### src/rtl/gri_pkg.sv
// Package: shared constants and types for the genlock reference inserter.
// Assumes nibble-serial transfer of two equal-width words plus one field nibble.
package gri_pkg;
    localparam int NIB_W   = 4;
    localparam int FIELD_W = 3;

    typedef enum logic [1:0] {
        SEQ_IDLE = 2'd0,
        SEQ_WAIT = 2'd1,
        SEQ_SEND = 2'd2
    } gri_seq_e;
endpackage

### src/rtl/gri_field_encoder.sv
// Module: gri_field_encoder
// Builds the field identifier nibble from the field index and standard.
// Assumes field_cnt is a 0-based index; 525-line mode uses only its low two bits.
module gri_field_encoder
    import gri_pkg::*;
(
    input  logic [FIELD_W-1:0] field_cnt,
    input  logic               std_pal,
    input  logic               v_invert,
    output logic [NIB_W-1:0]   field_nib
);
    logic [FIELD_W-1:0] id_bits;
    logic               burst_flag;

    // Select the field count encoding for the chosen standard.
    always_comb begin
        if (std_pal) begin
            id_bits = field_cnt;
        end else begin
            id_bits = {1'b0, field_cnt[1:0]};
        end
    end

    // Flag bit: set on 525-line, cleared on V-inverted 625-line lines.
    always_comb begin
        burst_flag = std_pal ? ~v_invert : 1'b1;
    end

    assign field_nib = {burst_flag, id_bits};
endmodule

### src/rtl/gri_sequencer.sv
// Module: gri_sequencer
// Times the packet: waits START_OFFSET edges after the sync pulse, then holds the
// send state for PKT_LEN cycles. Assumes START_OFFSET >= 1. Sync pulses seen
// outside the idle state are ignored.
module gri_sequencer
    import gri_pkg::*;
#(
    parameter int START_OFFSET = 4,
    parameter int PKT_LEN      = 13
) (
    input  logic clk,
    input  logic rst_n,
    input  logic hs_start,
    input  logic pkt_disable,
    output logic load,
    output logic sending
);
    localparam int SPAN  = (PKT_LEN > START_OFFSET) ? PKT_LEN : START_OFFSET;
    localparam int CNT_W = $clog2(SPAN) + 1;

    gri_seq_e         state_q;
    logic [CNT_W-1:0] cnt_q;

    // State and countdown for the wait and send phases.
    always_ff @(posedge clk) begin
        if (!rst_n) begin
            state_q <= SEQ_IDLE;
            cnt_q   <= '0;
        end else begin
            case (state_q)
                SEQ_IDLE: begin
                    if (hs_start && !pkt_disable) begin
                        state_q <= SEQ_WAIT;
                        cnt_q   <= CNT_W'(START_OFFSET - 1);
                    end
                end
                SEQ_WAIT: begin
                    if (cnt_q == '0) begin
                        state_q <= SEQ_SEND;
                        cnt_q   <= CNT_W'(PKT_LEN - 1);
                    end else begin
                        cnt_q <= cnt_q - 1'b1;
                    end
                end
                SEQ_SEND: begin
                    if (cnt_q == '0) begin
                        state_q <= SEQ_IDLE;
                    end else begin
                        cnt_q <= cnt_q - 1'b1;
                    end
                end
                default: begin
                    state_q <= SEQ_IDLE;
                    cnt_q   <= '0;
                end
            endcase
        end
    end

    // Capture strobe at the edge that enters the send state.
    assign load    = (state_q == SEQ_WAIT) && (cnt_q == '0);
    assign sending = (state_q == SEQ_SEND);
endmodule

### src/rtl/gri_packet_shifter.sv
// Module: gri_packet_shifter
// Captures the field nibble and both words in one register at the load strobe,
// then shifts them out one nibble per clock, most significant nibble first.
module gri_packet_shifter
    import gri_pkg::*;
#(
    parameter int WORD_W = 24
) (
    input  logic               clk,
    input  logic               rst_n,
    input  logic               load,
    input  logic               shift,
    input  logic [NIB_W-1:0]   field_nib,
    input  logic [WORD_W-1:0]  freq_word,
    input  logic [WORD_W-1:0]  phase_word,
    output logic [NIB_W-1:0]   nib_out
);
    localparam int PKT_BITS = NIB_W + 2 * WORD_W;

    logic [PKT_BITS-1:0] sr_q;

    // Load a coherent snapshot, or advance by one nibble while sending.
    always_ff @(posedge clk) begin
        if (!rst_n) begin
            sr_q <= '0;
        end else if (load) begin
            sr_q <= {field_nib, freq_word, phase_word};
        end else if (shift) begin
            sr_q <= {sr_q[PKT_BITS-NIB_W-1:0], {NIB_W{1'b0}}};
        end
    end

    assign nib_out = sr_q[PKT_BITS-1 -: NIB_W];
endmodule

### src/rtl/gri_pixel_path.sv
// Module: gri_pixel_path
// Holds the latest enabled pixel and blanks it while suppression is active.
module gri_pixel_path #(
    parameter int PIX_W = 8
) (
    input  logic             clk,
    input  logic             rst_n,
    input  logic             pix_en,
    input  logic [PIX_W-1:0] pix_in,
    input  logic             blank,
    output logic [PIX_W-1:0] pix_out
);
    logic [PIX_W-1:0] pix_q;

    // Sample the pixel stream on the half-rate enable.
    always_ff @(posedge clk) begin
        if (!rst_n) begin
            pix_q <= '0;
        end else if (pix_en) begin
            pix_q <= pix_in;
        end
    end

    assign pix_out = blank ? '0 : pix_q;
endmodule

### src/rtl/gri_inserter.sv
// Module: gri_inserter (top)
// Places a genlock reference packet on the low nibble of the video bus during
// sync, and video pixels elsewhere. Assumes hs_start is a single-cycle pulse.
module gri_inserter
    import gri_pkg::*;
#(
    parameter int PIX_W        = 8,
    parameter int WORD_W       = 24,
    parameter int START_OFFSET = 4
) (
    input  logic                clk,
    input  logic                rst_n,
    input  logic                pix_en,
    input  logic [PIX_W-1:0]    pix_in,
    input  logic                hs_start,
    input  logic [2:0]          field_cnt,
    input  logic                std_pal,
    input  logic                v_invert,
    input  logic [WORD_W-1:0]   freq_word,
    input  logic [WORD_W-1:0]   phase_word,
    input  logic                pkt_disable,
    input  logic                suppress_en,
    input  logic                unlocked,
    output logic [PIX_W-1:0]    bus_out,
    output logic                pkt_active
);
    localparam int WORD_NIBS = WORD_W / NIB_W;
    localparam int PKT_LEN   = 1 + 2 * WORD_NIBS;

    logic [NIB_W-1:0] field_nib;
    logic [NIB_W-1:0] pkt_nib;
    logic [PIX_W-1:0] pix_val;
    logic             load;
    logic             sending;
    logic             blank;

    gri_field_encoder u_field (
        .field_cnt (field_cnt),
        .std_pal   (std_pal),
        .v_invert  (v_invert),
        .field_nib (field_nib)
    );

    gri_sequencer #(
        .START_OFFSET (START_OFFSET),
        .PKT_LEN      (PKT_LEN)
    ) u_seq (
        .clk         (clk),
        .rst_n       (rst_n),
        .hs_start    (hs_start),
        .pkt_disable (pkt_disable),
        .load        (load),
        .sending     (sending)
    );

    gri_packet_shifter #(
        .WORD_W (WORD_W)
    ) u_shift (
        .clk        (clk),
        .rst_n      (rst_n),
        .load       (load),
        .shift      (sending),
        .field_nib  (field_nib),
        .freq_word  (freq_word),
        .phase_word (phase_word),
        .nib_out    (pkt_nib)
    );

    assign blank = suppress_en & unlocked;

    gri_pixel_path #(
        .PIX_W (PIX_W)
    ) u_pix (
        .clk     (clk),
        .rst_n   (rst_n),
        .pix_en  (pix_en),
        .pix_in  (pix_in),
        .blank   (blank),
        .pix_out (pix_val)
    );

    // Bus select: packet nibble with zeroed upper lines, or the pixel.
    always_comb begin
        if (sending) begin
            bus_out = {{(PIX_W-NIB_W){1'b0}}, pkt_nib};
        end else begin
            bus_out = pix_val;
        end
    end

    assign pkt_active = sending;
endmodule

### config.mk
export PLATFORM = sky130hd
export DESIGN_NAME = gri_inserter
export DESIGN_NICKNAME = d
export VERILOG_FILES = /design/src/rtl/gri_pkg.sv /design/src/rtl/gri_field_encoder.sv /design/src/rtl/gri_sequencer.sv /design/src/rtl/gri_packet_shifter.sv /design/src/rtl/gri_pixel_path.sv /design/src/rtl/gri_inserter.sv
export SDC_FILE = /design/constraint.sdc
export NUM_CORES = 1
export LEC_CHECK = 0
export BUFFER_PORTS_ARGS = -buffer_cell sky130_fd_sc_hd__buf_2
export CAP_MARGIN = 10
export CORE_MARGIN = 1
export CORE_UTILIZATION = 52
export DETAILED_ROUTE_END_ITERATION = 8
export PLACE_DENSITY = 0.79
export SKIP_CTS_REPAIR_TIMING = 1
export SLEW_MARGIN = 20
export SYNTH_ARGS = -nofsm -noshare
export SYNTH_HDL_FRONTEND = slang
export SYNTH_SLANG_ARGS = --single-unit
### constraint.sdc
create_clock -name clk -period 3.45 [get_ports clk]
set_input_delay 0.69 -clock clk [delete_from_list [all_inputs] [get_ports clk]]
set_output_delay 0.69 -clock clk [all_outputs]
set_load 0.01 [all_outputs]
======== After elaboration in Yosys (flattened, before gate mapping) ========
Cells that the tools add are included.
word-level totals
  logic and storage cells ................. 35
  input port bits ......................... 68
  register bits after elaboration ......... 67
  output and inout port bits .............. 9
operators by class
  add/sub/neg operators ................... 1
  bitwise operators ....................... 2
  equality and inequality tests ........... 6
  reductions and logical operators ........ 8
  multiplexer cells ....................... 14
operators with widths
  cell                   number
  $mux W52               2
  $mux W8                2
  $mux W5                3
  $pmux W5 S3            1
  $mux W2                3
  $ne A2 B1 Y1 const B   3
  $pmux W2 S3            1
  $logic_not A5 Y1       1
  $sub A5 B1 Y5 const B  1
  $mux W3                1
  $reduce_and A3 Y1      1
  $eq A2 B1 Y1 const B   1
  $eq A2 B2 Y1 const B   1
  $logic_and A1 B1 Y1    2
  $logic_not A2 Y1       1
  $ne A2 B2 Y1 const B   1
  $reduce_and A2 Y1      1
  $reduce_bool A2 Y1     1
  $and A1 B1 Y1          1
  $logic_not A1 Y1       1
  $mux W1                1
  $not A1 Y1             1

======== Logic depth before layout (Yosys ltp) ========
  depth after elaboration ................. 4
  mapped depth ............................ 9
  gate-level depth less buffers ........... 6

======== Hierarchy ========
Synthesis repeated with hierarchy kept, for this count alone.
unflattened totals
  cells, all modules ...................... 333
  area, all modules ....................... 3,698.5 µm²
modules (own cells, without submodules)
  module              seq. area each (µm²)  cells an instance  area an instance (µm²)  instances
  gri_packet_shifter  1,041.0               235                2,773.9                 1
  gri_sequencer       140.1                 50                 427.9                   1
  gri_pixel_path      160.2                 33                 351.6                   1
  gri_inserter        0.0                   10                 112.6                   1
  gri_field_encoder   0.0                   5                  32.5                    1

======== Worst setup path after synthesis ========
OpenSTA, ideal clock, no wires.
  path type ............................... flip-flop to output port
  start ................................... register u_seq.state_q[0]
  end ..................................... output bus_out[0]
  data arrival time ....................... 1.460 ns
  buffers on the path ..................... 3
  stages on the path, launching flop included .. 8
  setup slack ............................. 1.300 ns
  data required time ...................... 2.760 ns
  cell sequence ........................... dfxtp_1 -> buf_2 -> nand2b_1 -> buf_2 -> inv_1 -> buf_2 -> a21oi_1 -> a22o_1
between the ends
  longest elaborated chain between the ends .. 2
ends and longest elaborated chain
  element                 RTL line             source
  from (decl)             gri_sequencer.sv:21  gri_seq_e state_q;
  from (signal assigned)  gri_sequencer.sv:27  state_q <= SEQ_IDLE;
  from (signal assigned)  gri_sequencer.sv:33  state_q <= SEQ_WAIT;
  from (signal assigned)  gri_sequencer.sv:39  state_q <= SEQ_SEND;
  $eq A2 B2 Y1            gri_sequencer.sv:62  assign sending = (state_q == SEQ_SEND);
  $mux W8                 gri_inserter.sv:84   if (sending) begin
  to (decl)               gri_inserter.sv:24   output logic [PIX_W-1:0] bus_out,
No other way between the ends.

======== Worst setup path in the final report ========
Ends and elaborated chain as after synthesis.

==> impl_metrics.env <==
export IMPL_run_status="complete, no violations"
export IMPL_track_usage_pct=22.3
export IMPL_worstPathMaxFanout=10
export IMPL_synthesis_area_sq_mm=0.00299
export IMPL_grt_overflow_total=0
export IMPL_synth_nets=393
export IMPL_worstSetupStartpointType="flip-flop"
export IMPL_critPathTopFamily="compound AO/OA/AOI/OAI gates"
export IMPL_count_of_endpoints_failing_setup_in_the_final_report=0
export IMPL_cts_tree="built"
export IMPL_critical_path_max_stage_delay_ps=480
export IMPL_nNetsFinal=456
export IMPL_worst_setup_skew_after_layout_ps=7.71
export IMPL_totalNegativeSetupSlack_ps=0
export IMPL_timing_final_max_slew_violations=0
export IMPL_yosysTopAreaCellShare_pct=44.9
export IMPL_finalCriticalPeriod_ps=2920
export IMPL_drive_gt1_share_pct=25.3
export IMPL_worst_path_stages=5
export IMPL_placeableCoreArea_sq_mm=0.00554
export IMPL_numCtsBuffers=9
export IMPL_placement_rows=27
export IMPL_post_layout_total_power_mw=1.85
export IMPL_netlist_top_cells_area="sky130_fd_sc_hd__dfxtp_1 45%, sky130_fd_sc_hd__a21boi_1 13%, sky130_fd_sc_hd__a22oi_1 12%"
export IMPL_grt_pass1_vias=2295
export IMPL_worstPathBufferInverterCount=2
export IMPL_maxClockFrequency_ghz=0.342
export IMPL_slew_limit_headroom_pct=53.1
export IMPL_timing_worst_slew_pin_value_ps=702
export IMPL_worst_endpoint_arrival_ps=2230
export IMPL_power_leakage_nw=1.38
export IMPL_drtIter0Drc=190
export IMPL_drt_vias_per_instance=5.62
export IMPL_dieArea_sq_mm=0.00606
export IMPL_clockBufferDepth=2
export IMPL_synth_seq_area_share_pct=44.9
export IMPL_drc=0
export IMPL_dieHeight_um=77.8
export IMPL_fp_dieW_um=77.8
export IMPL_hold_start="u_shift.sr_q[33]"
export IMPL_power_per_cell_area_mw_per_mm2=523
export IMPL_vias=2607
export IMPL_clk_insertion_delay_late_ps=330
export IMPL_first_pass_grt_wire_length_um=10600
export IMPL_root_buffer="sky130_fd_sc_hd__clkbuf_8"
export IMPL_maximum_ir_drop_on_the_vdd_rail_mv=0.271
export IMPL_gp_congestion=0.824
export IMPL_whs_path_depth=2
export IMPL_synth_largest_area_cell="sky130_fd_sc_hd__dfxtp_1"
export IMPL_place_port_buffers=76
export IMPL_clkTransAtPathRegs_ps=70
export IMPL_maximum_number_of_pins_on_one_net_before_global_route_repair=53
export IMPL_antenna_diode_count=0
export IMPL_antenna_left=0
export IMPL_syn_instance_count=324
export IMPL_critical_path_reg2reg_startpoint="u_seq.state_q[0]"
export IMPL_cts_htree_levels=3
export IMPL_dr_pass1_iters=5
export IMPL_post_dp_hpwl_um=4260
export IMPL_netlist_cell_type_count=38
export IMPL_i_o_pin_count=77
export IMPL_wl_per_cell_um=13.8
export IMPL_syn_avg_cell_area_sq_um=9.23
export IMPL_timing_hold_violations_final=0
export IMPL_fin_cells=464
export IMPL_critical_path_startpoint="u_seq.state_q[0]"
export IMPL_max_cap_violations=0
export IMPL_synthesis_yosys_warnings=0
export IMPL_worstSetupEndpointType="primary output"
export IMPL_post_route_period_util_pct=84.6
export IMPL_area_growth_syn_to_layout_pct=18.3
export IMPL_cells_along_the_critical_path="nand2b_1 > clkinv_1 > a21oi_1 > a22o_1 > buf_2"
export IMPL_grt_setup_unrepaired="false"
export IMPL_timing_reg2reg_worst_path_depth=7
export IMPL_setup_worst_path_class="reg -> out"
export IMPL_wirelength_routed_um=6430
export IMPL_hold_path_class="reg -> reg"
export IMPL_crit_slowest_cell="sky130_fd_sc_hd__dfxtp_1"
export IMPL_synth_ff_latch_count=67
export IMPL_grt_antenna_before_repair=0
export IMPL_numPlacedInstances=448
export IMPL_initial_core_util_pct=54.0
export IMPL_cts_sink_count=67
export IMPL_crit_required_ps=2760
## metrics by stage
stage | hold WS (ps) | setup WS [ps] | utilization, % | cell area (sq um)
floorplan | 435 | 1300 | - | 2990
global placement | 442 | 1030 | 60.2 | 3330
detailed placement | 445 | 864 | 60.2 | 3330
CTS | 455 | 514 | 63.9 | 3540
global route | 472 | 317 | 63.9 | 3540
finish | 454 | 530 | 63.9 | 3540
## layout make-up
cell class,count,area [sq um]
Inverter,4,15.0
Timing Repair Buffer,79,403
Tap cell,72,90.1
Sequential cell,67,1340
Fill cell,505,2000
Clock inverter,4,48.8
Multi-Input combinational cell,226,1490
Clock buffer,12,155
## power by group
part | total (mW) | switching, mW | internal, mW
Clock | 0.653 | 0.280 | 0.373
Sequential | 0.872 | 0.0426 | 0.829
Combinational | 0.327 | 0.191 | 0.136
## cell families after synthesis
kind of cell	count (synthesis)	share of synthesized area, %
flops	67	44.9
mux	8	2.68
simple gates	95	15.5
fa+ha+maj	1	0.418
buf+inv	31	5.73
xor+xnor	1	0.293
compound gates	121	30.5
## worst paths after layout
| kind | endpoint | slack, ps |
|---|---|---|
| max | bus_out[0] | 530 |
| min | u_shift.sr_q[33] | 450 |
| max reg2reg | u_shift.sr_q[11] | 1060 |
| min reg2reg | u_shift.sr_q[33] | 450 |
## routing by layer
layer  track usage (%)  part of all wire, %  vias up
met5                 0                    0        -
met4              8.68                  1.3        0
met3              4.94                  5.3       10
met2              33.2                   44       93
met1              31.2                   49     1211
li1                  -                    -     1293
## state kept, by name, indices dropped and copies added, names as in the netlist
signal,cells
u_shift.sr_q,52
u_pix.pix_q,8
u_seq.cnt_q,5
u_seq.state_q,2
## placed cells by master, fill, tap and decap left out, types with 2 or more instances in the layout
cell,netlist,routed
sky130_fd_sc_hd__buf_2,11,76
sky130_fd_sc_hd__dfxtp_1,67,67
sky130_fd_sc_hd__nand2_1,56,56
sky130_fd_sc_hd__a21boi_1,50,50
sky130_fd_sc_hd__a22oi_1,47,47
sky130_fd_sc_hd__nor2b_1,14,14
sky130_fd_sc_hd__clkbuf_8,0,11
sky130_fd_sc_hd__mux2i_1,8,8
sky130_fd_sc_hd__nand3_1,6,6
sky130_fd_sc_hd__a22o_1,5,5
sky130_fd_sc_hd__and2_1,4,4
sky130_fd_sc_hd__o21ai_0,4,4
sky130_fd_sc_hd__inv_1,4,3
sky130_fd_sc_hd__nand2b_1,3,3
sky130_fd_sc_hd__nor2_1,3,3
sky130_fd_sc_hd__a21boi_0,3,3
sky130_fd_sc_hd__buf_4,1,3
sky130_fd_sc_hd__a21oi_1,2,2
sky130_fd_sc_hd__nor3_1,2,2
sky130_fd_sc_hd__and3_1,2,2
sky130_fd_sc_hd__clkinv_2,0,2
## worst register-to-register path, stage by stage, from the launching register on
cell                       delay [ps]
sky130_fd_sc_hd__dfxtp_1          480
sky130_fd_sc_hd__nand2b_1         340
sky130_fd_sc_hd__clkinv_1         260
sky130_fd_sc_hd__buf_4            360
sky130_fd_sc_hd__a21oi_4          170
sky130_fd_sc_hd__buf_4            430
sky130_fd_sc_hd__nand2_1          120
sky130_fd_sc_hd__a21boi_0         160
## synth_stat cells (all sizes together)
library cell,n
a22oi,47
o32ai,1
nand2,56
nor4b,1
o221ai,1
a211o,1
or2,1
nand3,6
a32oi,1
mux2i,8
o21ai,4
a31oi,1
nor4,1
clkbuf,10
nor2b,14
a311oi,1
or4b,1
a2bb2oi,1
nor3,2
a22o,5
a21boi,53
xnor2,1
and2,4
o21bai,1
nor2,4
a21oi,3
dfxtp,67
buf,17
o21a,1
ha,1
nand2b,3
inv,4
and3,2
No activity file was read; power rests on OpenSTA's default activity.
